File: src/rtl/pwm_mt_pkg.sv
package pwm_mt_pkg;

  // Field widths
  localparam int PT_W = 8;   // period counter, rising and falling points
  localparam int DV_W = 4;   // divider codes

  // Register addresses
  localparam int CTRL_ADDR      = 0;
  localparam int TYPE_BASE_ADDR = 1;
  localparam int DUTY_BASE_ADDR = 8;

  // Control register layout
  localparam int RUN_BIT   = 0;
  localparam int EN_LSB    = 8;
  localparam int TSEL0_LSB = 16;
  localparam int TSEL1_LSB = 24;

  // Lane width of a duty pair register
  localparam int HALF_W = 16;

  typedef struct packed {
    logic [DV_W-1:0] ldiv;
    logic [DV_W-1:0] hdiv;
    logic [PT_W-1:0] period;
  } clk_type_t;

  typedef struct packed {
    logic [PT_W-1:0] fall;
    logic [PT_W-1:0] rise;
  } edge_pts_t;

  localparam int TYPE_W = $bits(clk_type_t);
  localparam int PTS_W  = $bits(edge_pts_t);

endpackage

File: src/rtl/pwm_mt_regs.sv
module pwm_mt_regs
  import pwm_mt_pkg::*;
#(
  parameter int NUM_PORTS = 4,
  parameter int NUM_TYPES = 3,
  parameter int ADDR_W    = 4,
  parameter int DATA_W    = 32
) (
  input  logic                        clk,
  input  logic                        rst,
  input  logic                        wr_en,
  input  logic [ADDR_W-1:0]           wr_addr,
  input  logic [DATA_W-1:0]           wr_data,
  output logic                        run,
  output logic [NUM_PORTS-1:0]        port_en,
  output logic [NUM_PORTS-1:0][1:0]   port_tsel,
  output clk_type_t [NUM_TYPES-1:0]   type_cfg,
  output edge_pts_t [NUM_PORTS-1:0]   port_pts
);

  localparam logic [ADDR_W-1:0] CTRL_A = ADDR_W'(CTRL_ADDR);

  logic                      run_q;
  logic [NUM_PORTS-1:0]      en_q;
  logic [NUM_PORTS-1:0][1:0] tsel_q;
  clk_type_t [NUM_TYPES-1:0] type_q;
  edge_pts_t [NUM_PORTS-1:0] pts_q;

  // Reduction only so that data bits beyond the mapped fields count as read
  logic unused_wdata;
  assign unused_wdata = ^wr_data;

  always_ff @(posedge clk) begin
    if (rst) begin
      run_q  <= 1'b0;
      en_q   <= '0;
      tsel_q <= '0;
      type_q <= '0;
      pts_q  <= '0;
    end else if (wr_en) begin
      if (wr_addr == CTRL_A) begin
        run_q <= wr_data[RUN_BIT];
        for (int p = 0; p < NUM_PORTS; p++) begin
          en_q[p]   <= wr_data[EN_LSB + p];
          tsel_q[p] <= {wr_data[TSEL1_LSB + p], wr_data[TSEL0_LSB + p]};
        end
      end
      for (int t = 0; t < NUM_TYPES; t++) begin
        if (wr_addr == ADDR_W'(TYPE_BASE_ADDR + t))
          type_q[t] <= clk_type_t'(wr_data[TYPE_W-1:0]);
      end
      for (int p = 0; p < NUM_PORTS; p++) begin
        if (wr_addr == ADDR_W'(DUTY_BASE_ADDR + p / 2))
          pts_q[p] <= edge_pts_t'(wr_data[(p % 2) * HALF_W +: PTS_W]);
      end
    end
  end

  assign run       = run_q;
  assign port_en   = en_q;
  assign port_tsel = tsel_q;
  assign type_cfg  = type_q;
  assign port_pts  = pts_q;

  // the two select bits of port 0 come from their separate positions
  p_tsel_capture_r6: assert property (@(posedge clk) disable iff (rst)
    (wr_en && wr_addr == CTRL_A) |=>
      (port_tsel[0] == {$past(wr_data[TSEL1_LSB]), $past(wr_data[TSEL0_LSB])}));

endmodule

File: src/rtl/pwm_mt_timebase.sv
module pwm_mt_timebase
  import pwm_mt_pkg::*;
(
  input  logic            clk,
  input  logic            rst,
  input  logic            run,
  input  clk_type_t       cfg,
  output logic [PT_W-1:0] cnt,
  output logic            wrap
);

  // Widest divisor: 2^(2^DV_W - 1) times 2 * (2^DV_W - 1)
  localparam int PRE_W = (1 << DV_W) - 1 + DV_W + 1;

  logic [PRE_W-1:0] low_div;
  logic [PRE_W-1:0] div_m1;
  logic [PRE_W-1:0] pre_q;
  logic [PT_W-1:0]  cnt_q;
  logic             tick;

  always_comb begin
    if (cfg.ldiv == '0) low_div = PRE_W'(1);
    else                low_div = PRE_W'({cfg.ldiv, 1'b0});
    div_m1 = (low_div << cfg.hdiv) - PRE_W'(1);
  end

  assign tick = run && (pre_q >= div_m1);
  assign wrap = tick && (cnt_q >= cfg.period);

  always_ff @(posedge clk) begin
    if (rst) begin
      pre_q <= '0;
      cnt_q <= '0;
    end else if (run) begin
      if (tick) begin
        pre_q <= '0;
        if (cnt_q >= cfg.period) cnt_q <= '0;
        else                     cnt_q <= cnt_q + PT_W'(1);
      end else begin
        pre_q <= pre_q + PRE_W'(1);
      end
    end
  end

  assign cnt = cnt_q;

  // a stopped timebase keeps its count
  p_freeze_r7: assert property (@(posedge clk) disable iff (rst)
    !run |=> $stable(cnt));

  // the wrap at the end of a period restarts the count at zero
  p_wrap_zero_r2: assert property (@(posedge clk) disable iff (rst)
    wrap |=> (cnt == '0));

endmodule

File: src/rtl/pwm_mt_port.sv
module pwm_mt_port
  import pwm_mt_pkg::*;
#(
  parameter int NUM_TYPES = 3
) (
  input  logic                            clk,
  input  logic                            rst,
  input  logic                            run,
  input  logic                            en,
  input  logic [1:0]                      tsel,
  input  edge_pts_t                       pts,
  input  logic [NUM_TYPES-1:0][PT_W-1:0]  cnt_all,
  input  logic [NUM_TYPES-1:0]            wrap_all,
  output logic                            pwm
);

  logic            sel_ok;
  logic            active;
  logic [PT_W-1:0] cnt_sel;
  logic            wrap_sel;
  edge_pts_t       act_q;
  logic            pwm_q;

  always_comb begin
    sel_ok   = 1'b0;
    cnt_sel  = '0;
    wrap_sel = 1'b0;
    for (int t = 0; t < NUM_TYPES; t++) begin
      if (int'(tsel) == t) begin
        sel_ok   = 1'b1;
        cnt_sel  = cnt_all[t];
        wrap_sel = wrap_all[t];
      end
    end
  end

  assign active = en && sel_ok;

  // Shadow points: load only at a period wrap or while the port is idle
  always_ff @(posedge clk) begin
    if (rst)                       act_q <= '0;
    else if (!active || wrap_sel)  act_q <= pts;
  end

  // A match on the rising point wins over a match on the falling point
  always_ff @(posedge clk) begin
    if (rst)                          pwm_q <= 1'b0;
    else if (!active)                 pwm_q <= 1'b0;
    else if (run) begin
      if (cnt_sel == act_q.rise)      pwm_q <= 1'b1;
      else if (cnt_sel == act_q.fall) pwm_q <= 1'b0;
    end
  end

  assign pwm = pwm_q;

  // an idle port drives low on the next cycle
  p_off_low_r5: assert property (@(posedge clk) disable iff (rst)
    !active |=> !pwm);

  // equal points hold the output high once reached
  p_equal_high_r4: assert property (@(posedge clk) disable iff (rst)
    (active && run && act_q.rise == act_q.fall && cnt_sel == act_q.rise) |=> pwm);

  // a running port keeps its level while counting is stopped
  p_hold_r7: assert property (@(posedge clk) disable iff (rst)
    (active && !run) |=> $stable(pwm));

  // the shadow points of a running port change only at a wrap
  p_shadow_boundary_r8: assert property (@(posedge clk) disable iff (rst)
    (active && !wrap_sel) |=> $stable(act_q));

endmodule

File: src/rtl/pwm_multi_type_gen.sv
module pwm_multi_type_gen
  import pwm_mt_pkg::*;
#(
  parameter int NUM_PORTS = 4,
  parameter int NUM_TYPES = 3,
  parameter int ADDR_W    = 4,
  parameter int DATA_W    = 32
) (
  input  logic                 clk,
  input  logic                 rst,
  input  logic                 wr_en,
  input  logic [ADDR_W-1:0]    wr_addr,
  input  logic [DATA_W-1:0]    wr_data,
  output logic [NUM_PORTS-1:0] pwm_out
);

  logic                           run;
  logic [NUM_PORTS-1:0]           port_en;
  logic [NUM_PORTS-1:0][1:0]      port_tsel;
  clk_type_t [NUM_TYPES-1:0]      type_cfg;
  edge_pts_t [NUM_PORTS-1:0]      port_pts;
  logic [NUM_TYPES-1:0][PT_W-1:0] type_cnt;
  logic [NUM_TYPES-1:0]           type_wrap;

  pwm_mt_regs #(
    .NUM_PORTS (NUM_PORTS),
    .NUM_TYPES (NUM_TYPES),
    .ADDR_W    (ADDR_W),
    .DATA_W    (DATA_W)
  ) u_regs (
    .clk       (clk),
    .rst       (rst),
    .wr_en     (wr_en),
    .wr_addr   (wr_addr),
    .wr_data   (wr_data),
    .run       (run),
    .port_en   (port_en),
    .port_tsel (port_tsel),
    .type_cfg  (type_cfg),
    .port_pts  (port_pts)
  );

  for (genvar t = 0; t < NUM_TYPES; t++) begin : g_type
    pwm_mt_timebase u_tb (
      .clk  (clk),
      .rst  (rst),
      .run  (run),
      .cfg  (type_cfg[t]),
      .cnt  (type_cnt[t]),
      .wrap (type_wrap[t])
    );
  end

  for (genvar p = 0; p < NUM_PORTS; p++) begin : g_port
    pwm_mt_port #(
      .NUM_TYPES (NUM_TYPES)
    ) u_port (
      .clk      (clk),
      .rst      (rst),
      .run      (run),
      .en       (port_en[p]),
      .tsel     (port_tsel[p]),
      .pts      (port_pts[p]),
      .cnt_all  (type_cnt),
      .wrap_all (type_wrap),
      .pwm      (pwm_out[p])
    );
  end

endmodule

File: config.mk
export PLATFORM = sky130hd
export DESIGN_NAME = pwm_multi_type_gen
export DESIGN_NICKNAME = d
export VERILOG_FILES = /design/src/rtl/pwm_mt_pkg.sv /design/src/rtl/pwm_mt_regs.sv /design/src/rtl/pwm_mt_timebase.sv /design/src/rtl/pwm_mt_port.sv /design/src/rtl/pwm_multi_type_gen.sv
export SDC_FILE = /design/constraint.sdc
export NUM_CORES = 1
export LEC_CHECK = 0
export BUFFER_PORTS_ARGS = -buffer_cell sky130_fd_sc_hd__buf_2
export CAP_MARGIN = 20
export CORE_MARGIN = 2
export CORE_UTILIZATION = 40
export CTS_CLUSTER_SIZE = 40
export DETAILED_ROUTE_END_ITERATION = 16
export PLACE_DENSITY_LB_ADDON = 0.1
export SKIP_LAST_GASP = 1
export SLEW_MARGIN = 20
export SYNTH_ARGS = -nofsm -noshare
export SYNTH_HDL_FRONTEND = slang
export SYNTH_SLANG_ARGS = --single-unit
File: constraint.sdc
create_clock -name clk -period 5 [get_ports clk]
set_input_delay 1 -clock clk [delete_from_list [all_inputs] [get_ports clk]]
set_output_delay 1 -clock clk [all_outputs]
set_load 0.01 [all_outputs]
; ---- Word level (Yosys, flattened, before mapping)
; Cells that the tools add are included.
[word_totals]
reg_bits = 277
inputBits = 39
output_inout_bits = 4
wordCells = 184
[classes]
n_addsub = 9
n_lt_le_gt_ge = 6
eq_ne = 21
shifts = 3
mux = 53
bitwise_logic = 4
n_reduce_logical = 47
[op_table]
columns = cell, count
row1 = 2-to-1 mux 8 bit, 15
row2 = equality test 8 bit, 8
row3 = "adder 20 x 1 -> 20 bit, second input constant", 3
row4 = >= comparator 20 bit, 3
row5 = 2-to-1 mux 20 bit, 3
row6 = left shift 5 x 4 -> 20 bit, 3
row7 = "subtractor 20 x 1 -> 20 bit, second input constant", 3
row8 = 2-to-1 mux 1 bit, 32
row9 = AND reduction 2 bit, 13
row10 = "adder 8 x 1 -> 8 bit, second input constant", 3
row11 = >= comparator 8 bit, 3
row12 = "equality test 2 bit, second input constant", 8
row13 = logical NOT 4 bit, 4
row14 = 2-to-1 mux 5 bit, 3
row15 = logical AND 1 bit, 10
row16 = "equality test 4 x 2 -> 1 bit, second input constant", 2
row17 = "equality test 4 bit, second input constant", 2
row18 = logical NOT 2 bit, 4
row19 = nonzero test 2 bit, 4
row20 = OR reduction 2 bit, 4
row21 = "equality test 4 x 1 -> 1 bit, second input constant", 1
row22 = logical NOT 1 bit, 4
row23 = logical OR 1 bit, 4
row24 = inverter 1 bit, 4

; ---- Depth between registers and ports, before layout
[depth]
depth_word = 11
ltp_mapped = 23
ltp_nobuf = 20

; ---- Modules after synthesis
; A second synthesis with hierarchy kept.
[hier_totals]
cells_unflattened = 1992
hier_area_um2 = 17863.4
[by_module_without_submodules]
columns = module, n_inst, cells_each, area_each_um2, seq_area_each_um2
row1 = pwm_mt_timebase (g_type[0].u_tb ...), 2, 361, 2812.7, 560.5
row2 = pwm_mt_regs, 1, 448, 4997.3, 2502.4
row3 = pwm_mt_port, 4, 112, 1069.8, 340.3
row4 = pwm_mt_timebase (g_type[2].u_tb), 1, 374, 2961.6, 560.5

; ---- Least setup slack after synthesis
; Ideal clock, no wire load.
[synth_timing]
kind = register to register
startpoint = register u_regs.type_q, in the netlist u_regs.type_cfg[47]
endpoint = register g_port[0].u_port.act_q[0] in the netlist's numbering
setup_time_ps = 128
arrival_ps = 5035
t_required_ps = 4872
path_slack_ps = -162
stages_incl_launch_ff = 21
path_buffers = 3
synth_period_minus_slack_ps = 5162
path_cell_list = dfxtp_1 clkbuf_1 mux2_2 a22o_1 or2_1 and2_1 clkbuf_1 o31ai_1 and3b_1 a21oi_1 or3_1 ha_1 nand4_1 or3b_1 nor3_1 a221o_1 o211ai_2 a221oi_2 buf_2 mux2i_1 nor2_1
[synth_via]
elab_chain_cells = 9
[synth_lines]
columns = item, line_no
row1 = start: declaration, pwm_mt_regs.sv:26  ; clk_type_t [NUM_TYPES-1:0] type_q;
row2 = start signal: indexed assignment, pwm_mt_regs.sv:50  ; type_q[t] <= clk_type_t'(wr_data[TYPE_W-1:0]);
row3 = logical NOT 4 bit, pwm_mt_timebase.sv:22  ; if (cfg.ldiv == '0) low_div = PRE_W'(1);
row4 = 2-to-1 mux 5 bit *, pwm_mt_timebase.sv:22
row5 = left shift 5 x 4 -> 20 bit *, pwm_mt_timebase.sv:24  ; div_m1 = (low_div << cfg.hdiv) - PRE_W'(1);
row6 = subtractor 20 x 1 -> 20 bit *, pwm_mt_timebase.sv:24
row7 = >= comparator 20 bit *, pwm_mt_timebase.sv:27  ; assign tick = run && (pre_q >= div_m1);
row8 = logical AND 1 bit *, pwm_mt_timebase.sv:27
row9 = logical AND 1 bit *, pwm_mt_timebase.sv:28  ; assign wrap = tick && (cnt_q >= cfg.period);
row10 = 2-to-1 mux 1 bit *, pwm_mt_port.sv:29  ; if (int'(tsel) == t) begin
row11 = logical OR 1 bit *, pwm_mt_port.sv:42  ; else if (!active || wrap_sel) act_q <= pts;
row12 = end signal: assignment, pwm_mt_port.sv:42
row13 = end: declaration, pwm_mt_port.sv:21  ; edge_pts_t act_q;
; Every way passes the cells marked *; elsewhere a longest branch is shown, timed or not.
; A chain may end at the register's enable or synchronous reset.

; ---- Worst setup path in the final report
[layout_timing]
startpoint = register u_regs.type_q, in the netlist u_regs.type_cfg[12]
endpoint = register g_port[2].u_port.act_q[9] in the netlist's numbering
[layout_via]
elab_chain_cells = 11
[layout_lines]
columns = item, line_no
row1 = logical NOT 4 bit, pwm_mt_timebase.sv:22
row2 = 2-to-1 mux 5 bit *, pwm_mt_timebase.sv:22
row3 = left shift 5 x 4 -> 20 bit *, pwm_mt_timebase.sv:24
row4 = subtractor 20 x 1 -> 20 bit *, pwm_mt_timebase.sv:24
row5 = >= comparator 20 bit *, pwm_mt_timebase.sv:27
row6 = logical AND 1 bit *, pwm_mt_timebase.sv:27
row7 = logical AND 1 bit *, pwm_mt_timebase.sv:28
row8 = 2-to-1 mux 1 bit * (3 in a row), pwm_mt_port.sv:29
row9 = logical OR 1 bit *, pwm_mt_port.sv:42
row10 = end signal: assignment, pwm_mt_port.sv:42
row11 = end: declaration, pwm_mt_port.sv:21
; Marks and branches as above.

==> summary.md <==
| Metric | Value |
|---|---|
| Max cap viols | 0 |
| Total wire length | 47.3 mm |
| Non-filler cells, final | 2676 |
| Worst path arrival time | 5.25 ns |
| Row count | 73 |
| Setup Crit Path Kind | reg2reg |
| Die Width | 206 um |
| Hold path start | u_regs.port_pts[61]$_SDFFE_PP0P_ |
| Register area share after synthesis | 34.1% |
| Flop and latch count out of synthesis | 277 |
| NetSw | 1.27 mW |
| Post-synth top flop | dfxtp_1 |
| Gate Count Post-Synth | 2027 |
| Layout Skew | around 0.026 ns |
| Post-Syn Area | between 15000 and 20000 um2 |
| Final net count | 2258 |
| Total CTS buffers | 31 |
| Reg clk slew, reported paths | 0.06 ns |
| Layout cells sized above 1 | 15.9% |
| Total global routing track utilization | 22.4% |
| Initial DRC Count | 688 |
| Hold buffers post-CTS | 0 |
| Syn Area/Cell | 8.03 um2 |
| Crit path max fanout | 16 |
| Clk_lat worst skew | around 0.60 ns |
| Via density | 5.31 |
| Ports | 43 |
| Number of global-route vias before repair | around 14000 |
| Chip height | 206 um |
| Tightest Hold Check Type | reg2reg |
| CP startpoint kind | flip-flop |
| Routed wire length per instance | 17.7 um |
| Sw frac | between 20% and 30% |
| Inserted Diodes | 0 |
| Core ar. | between 30000 and 40000 um2 |
| Pin count of the biggest net entering global routing | approximately 110 |
| Total die area | 42300 um2 |
| Area growth, synth to finish | 18.8% |
| Final Power | slightly above 5 mW |
| Sequential Power Share | 44.2% |
| Highest ir drop seen on vdd | 0.258 mV |
| Synth Warn # | 0 |
| Global-route wire length before repair | 75.3 mm |
| Slew Viols, Final | 0 |
| Tmin final | 4.78 ns |
| Internal power | 3.79 mW |
| Worst EP required | 5.48 ns |
| # setup viols final | 0 |
| Flop-to-flop setup slack | 0.22 ns |
| Final period utilization | around 96% |
| Hold path depth | 2 |
| Final RePlAce weighted congestion | 0.844 |
| Hold Vio Cnt, Final | 0 |
| Initial antenna violation count | 1 |
| TritonCTS clock tree | built |
| Worst Tran Pin Value | 1.06 ns |
| Count of different cell masters after synthesis | 75 |
| Outcome | completed |
| Leak | 8.08 nW |
| Dpl cells | 2610 |
| Residual DRC | 0 |
| Cell breakdown of the critical path | buf_4 -> mux4_2 -> o41ai_4 -> nand2_2 -> or4_4 -> or3b_1 -> a31oi_1 -> ha_1 -> and4_1 -> a311oi_2 -> o32ai_2 -> buf_12 -> a2111oi_2 -> buf_4 -> a221oi_4 -> buf_12 -> mux2i_1 -> nor2_1 |
| Clock Sinks | 277 |
| Reg2reg end | g_port[2].u_port.act_q[9]$_SDFFE_PP0P_ |
| Async set-reset flop share out of synthesis | 0% |
| Clock network power share | approximately 47% |
| Slowest cell on crit path | mux4_2 |
| CTS max path bufs | 3 |
| Part of the power in combinational logic | 8.4% |
| Syn nets | 2159 |
| TritonRoute pass-1 iters | 5 |
| Hold Path End | u_regs.port_pts[61]$_SDFFE_PP0P_ |
| Clock root buffer | clkbuf_16 |
| Crit end category | flip-flop |
| Overflow after GRT | 0 |
| CTS H-Tree Depth | 1 |
| Slew HR | 29.2% |
| Slowest stage delay, CP | 0.54 ns |
| PwrDens | between 200 and 300 nW/um2 |
| Post-DP HPWL | 33.8 mm |
| Antenna Nets Post-Route | 0 |
| Total number of vias | 14208 |
| Post-synth EDFFs | 0 |
| Fmax | 0.209 GHz |
| Register-to-Register Path Depth | 18 |
| Starting density of the core | 40.8% |
| # port buffers | between 40 and 50 |
| RR Startpoint | u_regs.type_cfg[12]$_SDFFE_PP0P_ |
Yosys cell counts, drive strengths merged, types with 30 or more instances:
cell type  count  area (um2)
inv           46         173
nor2b         30         188
nor2         244         916
dfxtp        277        5550
mux2i        135        1350
nand4         40         250
ha            93        1160
clkbuf       112         420
o21ai         66         330
nand3         35         175
a21oi        153         766
xor2          93         815
xnor2         79         692
nand2        328        1230
kinds of logic (layout without fill, tap and decap cells):
kind of cell | Yosys count | in the layout | synth area share, %
AOI/OAI and AO/OA | 359 | 359 | 13.9
xor gates and xnor gates | 172 | 172 | 9.25
adders and majority gates | 93 | 93 | 7.15
buffers and inverters | 175 | 299 | 4.20
DFF | 277 | 277 | 34.1
muxes | 146 | 146 | 9.34
and+or+nand+nor | 805 | 805 | 22.1
worst max path at each step:
| stage | from | to | slack (ns) | cells after the start |
|---|---|---|---|---|
| after floorplan | u_regs.type_cfg[47]$_SDFFE_PP0P_ | g_port[1].u_port.act_q[0]$_SDFFE_PP0P_ | 0.01 | 20 |
| after global placement | u_regs.type_cfg[24]$_SDFFE_PP0P_ | g_port[1].u_port.act_q[5]$_SDFFE_PP0P_ | -0.31 | 20 |
| after detailed placement | u_regs.type_cfg[24]$_SDFFE_PP0P_ | g_port[1].u_port.act_q[2]$_SDFFE_PP0P_ | -0.35 | 20 |
| after CTS | u_regs.type_cfg[13]$_SDFFE_PP0P_ | g_port[2].u_port.act_q[14]$_SDFFE_PP0P_ | 0.02 | 18 |
| after global routing | u_regs.type_cfg[8]$_SDFFE_PP0P_ | g_port[2].u_port.act_q[3]$_SDFFE_PP0P_ | -0.007 | 21 |
| final | u_regs.type_cfg[12]$_SDFFE_PP0P_ | g_port[2].u_port.act_q[9]$_SDFFE_PP0P_ | 0.22 | 18 |
per-layer routing:
layer | track usage, % | vias up | part of all wire, %
met5 | 0 | - | 0.027
met4 | 5.55 | 2 | 2.2
met3 | 2.61 | 65 | 3.3
met2 | 38.3 | 218 | 48
met1 | 29.9 | 6731 | 47
li1 | - | 7192 | -
stage by stage:
step / setup TNS, ns / utilization (%) / worst slack, ns / hold slack, ns / cell area (um2)
6_report: 0 / 48.5 / 0.223 / 0.455 / 19300
3_5_place_dp: -17.48 / 44.8 / -0.353 / 0.448 / 17900
4_1_cts: 0 / 47.7 / 0.0185 / 0.457 / 19000
5_1_grt: -0.0289 / 48.5 / -0.00740 / 0.475 / 19300
3_3_place_gp: -15.04 / 44.8 / -0.308 / 0.443 / 17900
2_1_floorplan: 0 / - / 0.0131 / 0.436 / 16400
timing repair:
item                                    4_1_cts  5_1_grt
endpoints found under the hold margin         0        0
setup buffers                                 5        4
gates cloned                                  0        0
endpoints found under the setup margin       64       89
gates resized for setup                       7       63
pin swaps                                     3       15
worst max-delay path, delay by kind of cell (launching register included):
family	cells	cell delay (ns)
AOI/OAI and AO/OA	6	1.40
adders and majority gates	1	0.27
buffers and inverters	4	0.69
DFF	1	0.33
muxes	2	0.69
and+or+nand+nor	5	1.27
flip-flops by register name, summed over array words and instances (netlist names):
name	flops
g_port.u_port.pwm	4
g_type.u_tb.cnt	24
g_type.u_tb.pre_q	60
g_port.u_port.act_q	64
u_regs.port_en	4
u_regs.run	1
u_regs.type_cfg	48
u_regs.port_pts	64
u_regs.port_tsel	8
cell type report:
| class | instances | area [um2] |
|---|---|---|
| inverters | 47 | 176 |
| repair buffers | 194 | 1460 |
| flip-flops and latches | 277 | 5570 |
| clock buffers | 34 | 817 |
| multi-input cells | 1575 | 10400 |
| fillers | 3951 | 20600 |
| well taps | 525 | 657 |
| clock inverters | 24 | 265 |
placed cells by master (no fill, tap or decap), types with 16 or more instances in the layout:
| cell | instances |
|---|---|
| inv_1 | 45 |
| nor2b_1 | 30 |
| dfxtp_2 | 16 |
| mux2i_1 | 135 |
| nor3_1 | 20 |
| o21ai_0 | 54 |
| nand4_1 | 40 |
| buf_2 | 41 |
| xnor2_1 | 79 |
| a21oi_1 | 150 |
| nand2_1 | 327 |
| nor2_1 | 243 |
| ha_1 | 92 |
| nand3_1 | 34 |
| nand2b_1 | 17 |
| buf_4 | 140 |
| dfxtp_1 | 259 |
| and3_1 | 27 |
| clkbuf_16 | 31 |
| a21o_1 | 18 |
| xor2_1 | 93 |
power groups by stage:
| stage | logic (mW) | clock network, mW | registers, mW |
|---|---|---|---|
| 4_1_cts | 0.412 | 2.46 | 2.24 |
| 2_1_floorplan | 0.239 | 0 | 2.28 |
| 3_5_place_dp | 0.407 | 0 | 2.29 |
| 6_report | 0.428 | 2.40 | 2.24 |
| 5_1_grt | 0.471 | 2.55 | 2.24 |
| 3_3_place_gp | 0.401 | 0 | 2.29 |
Power figures use the tool's default switching activity.
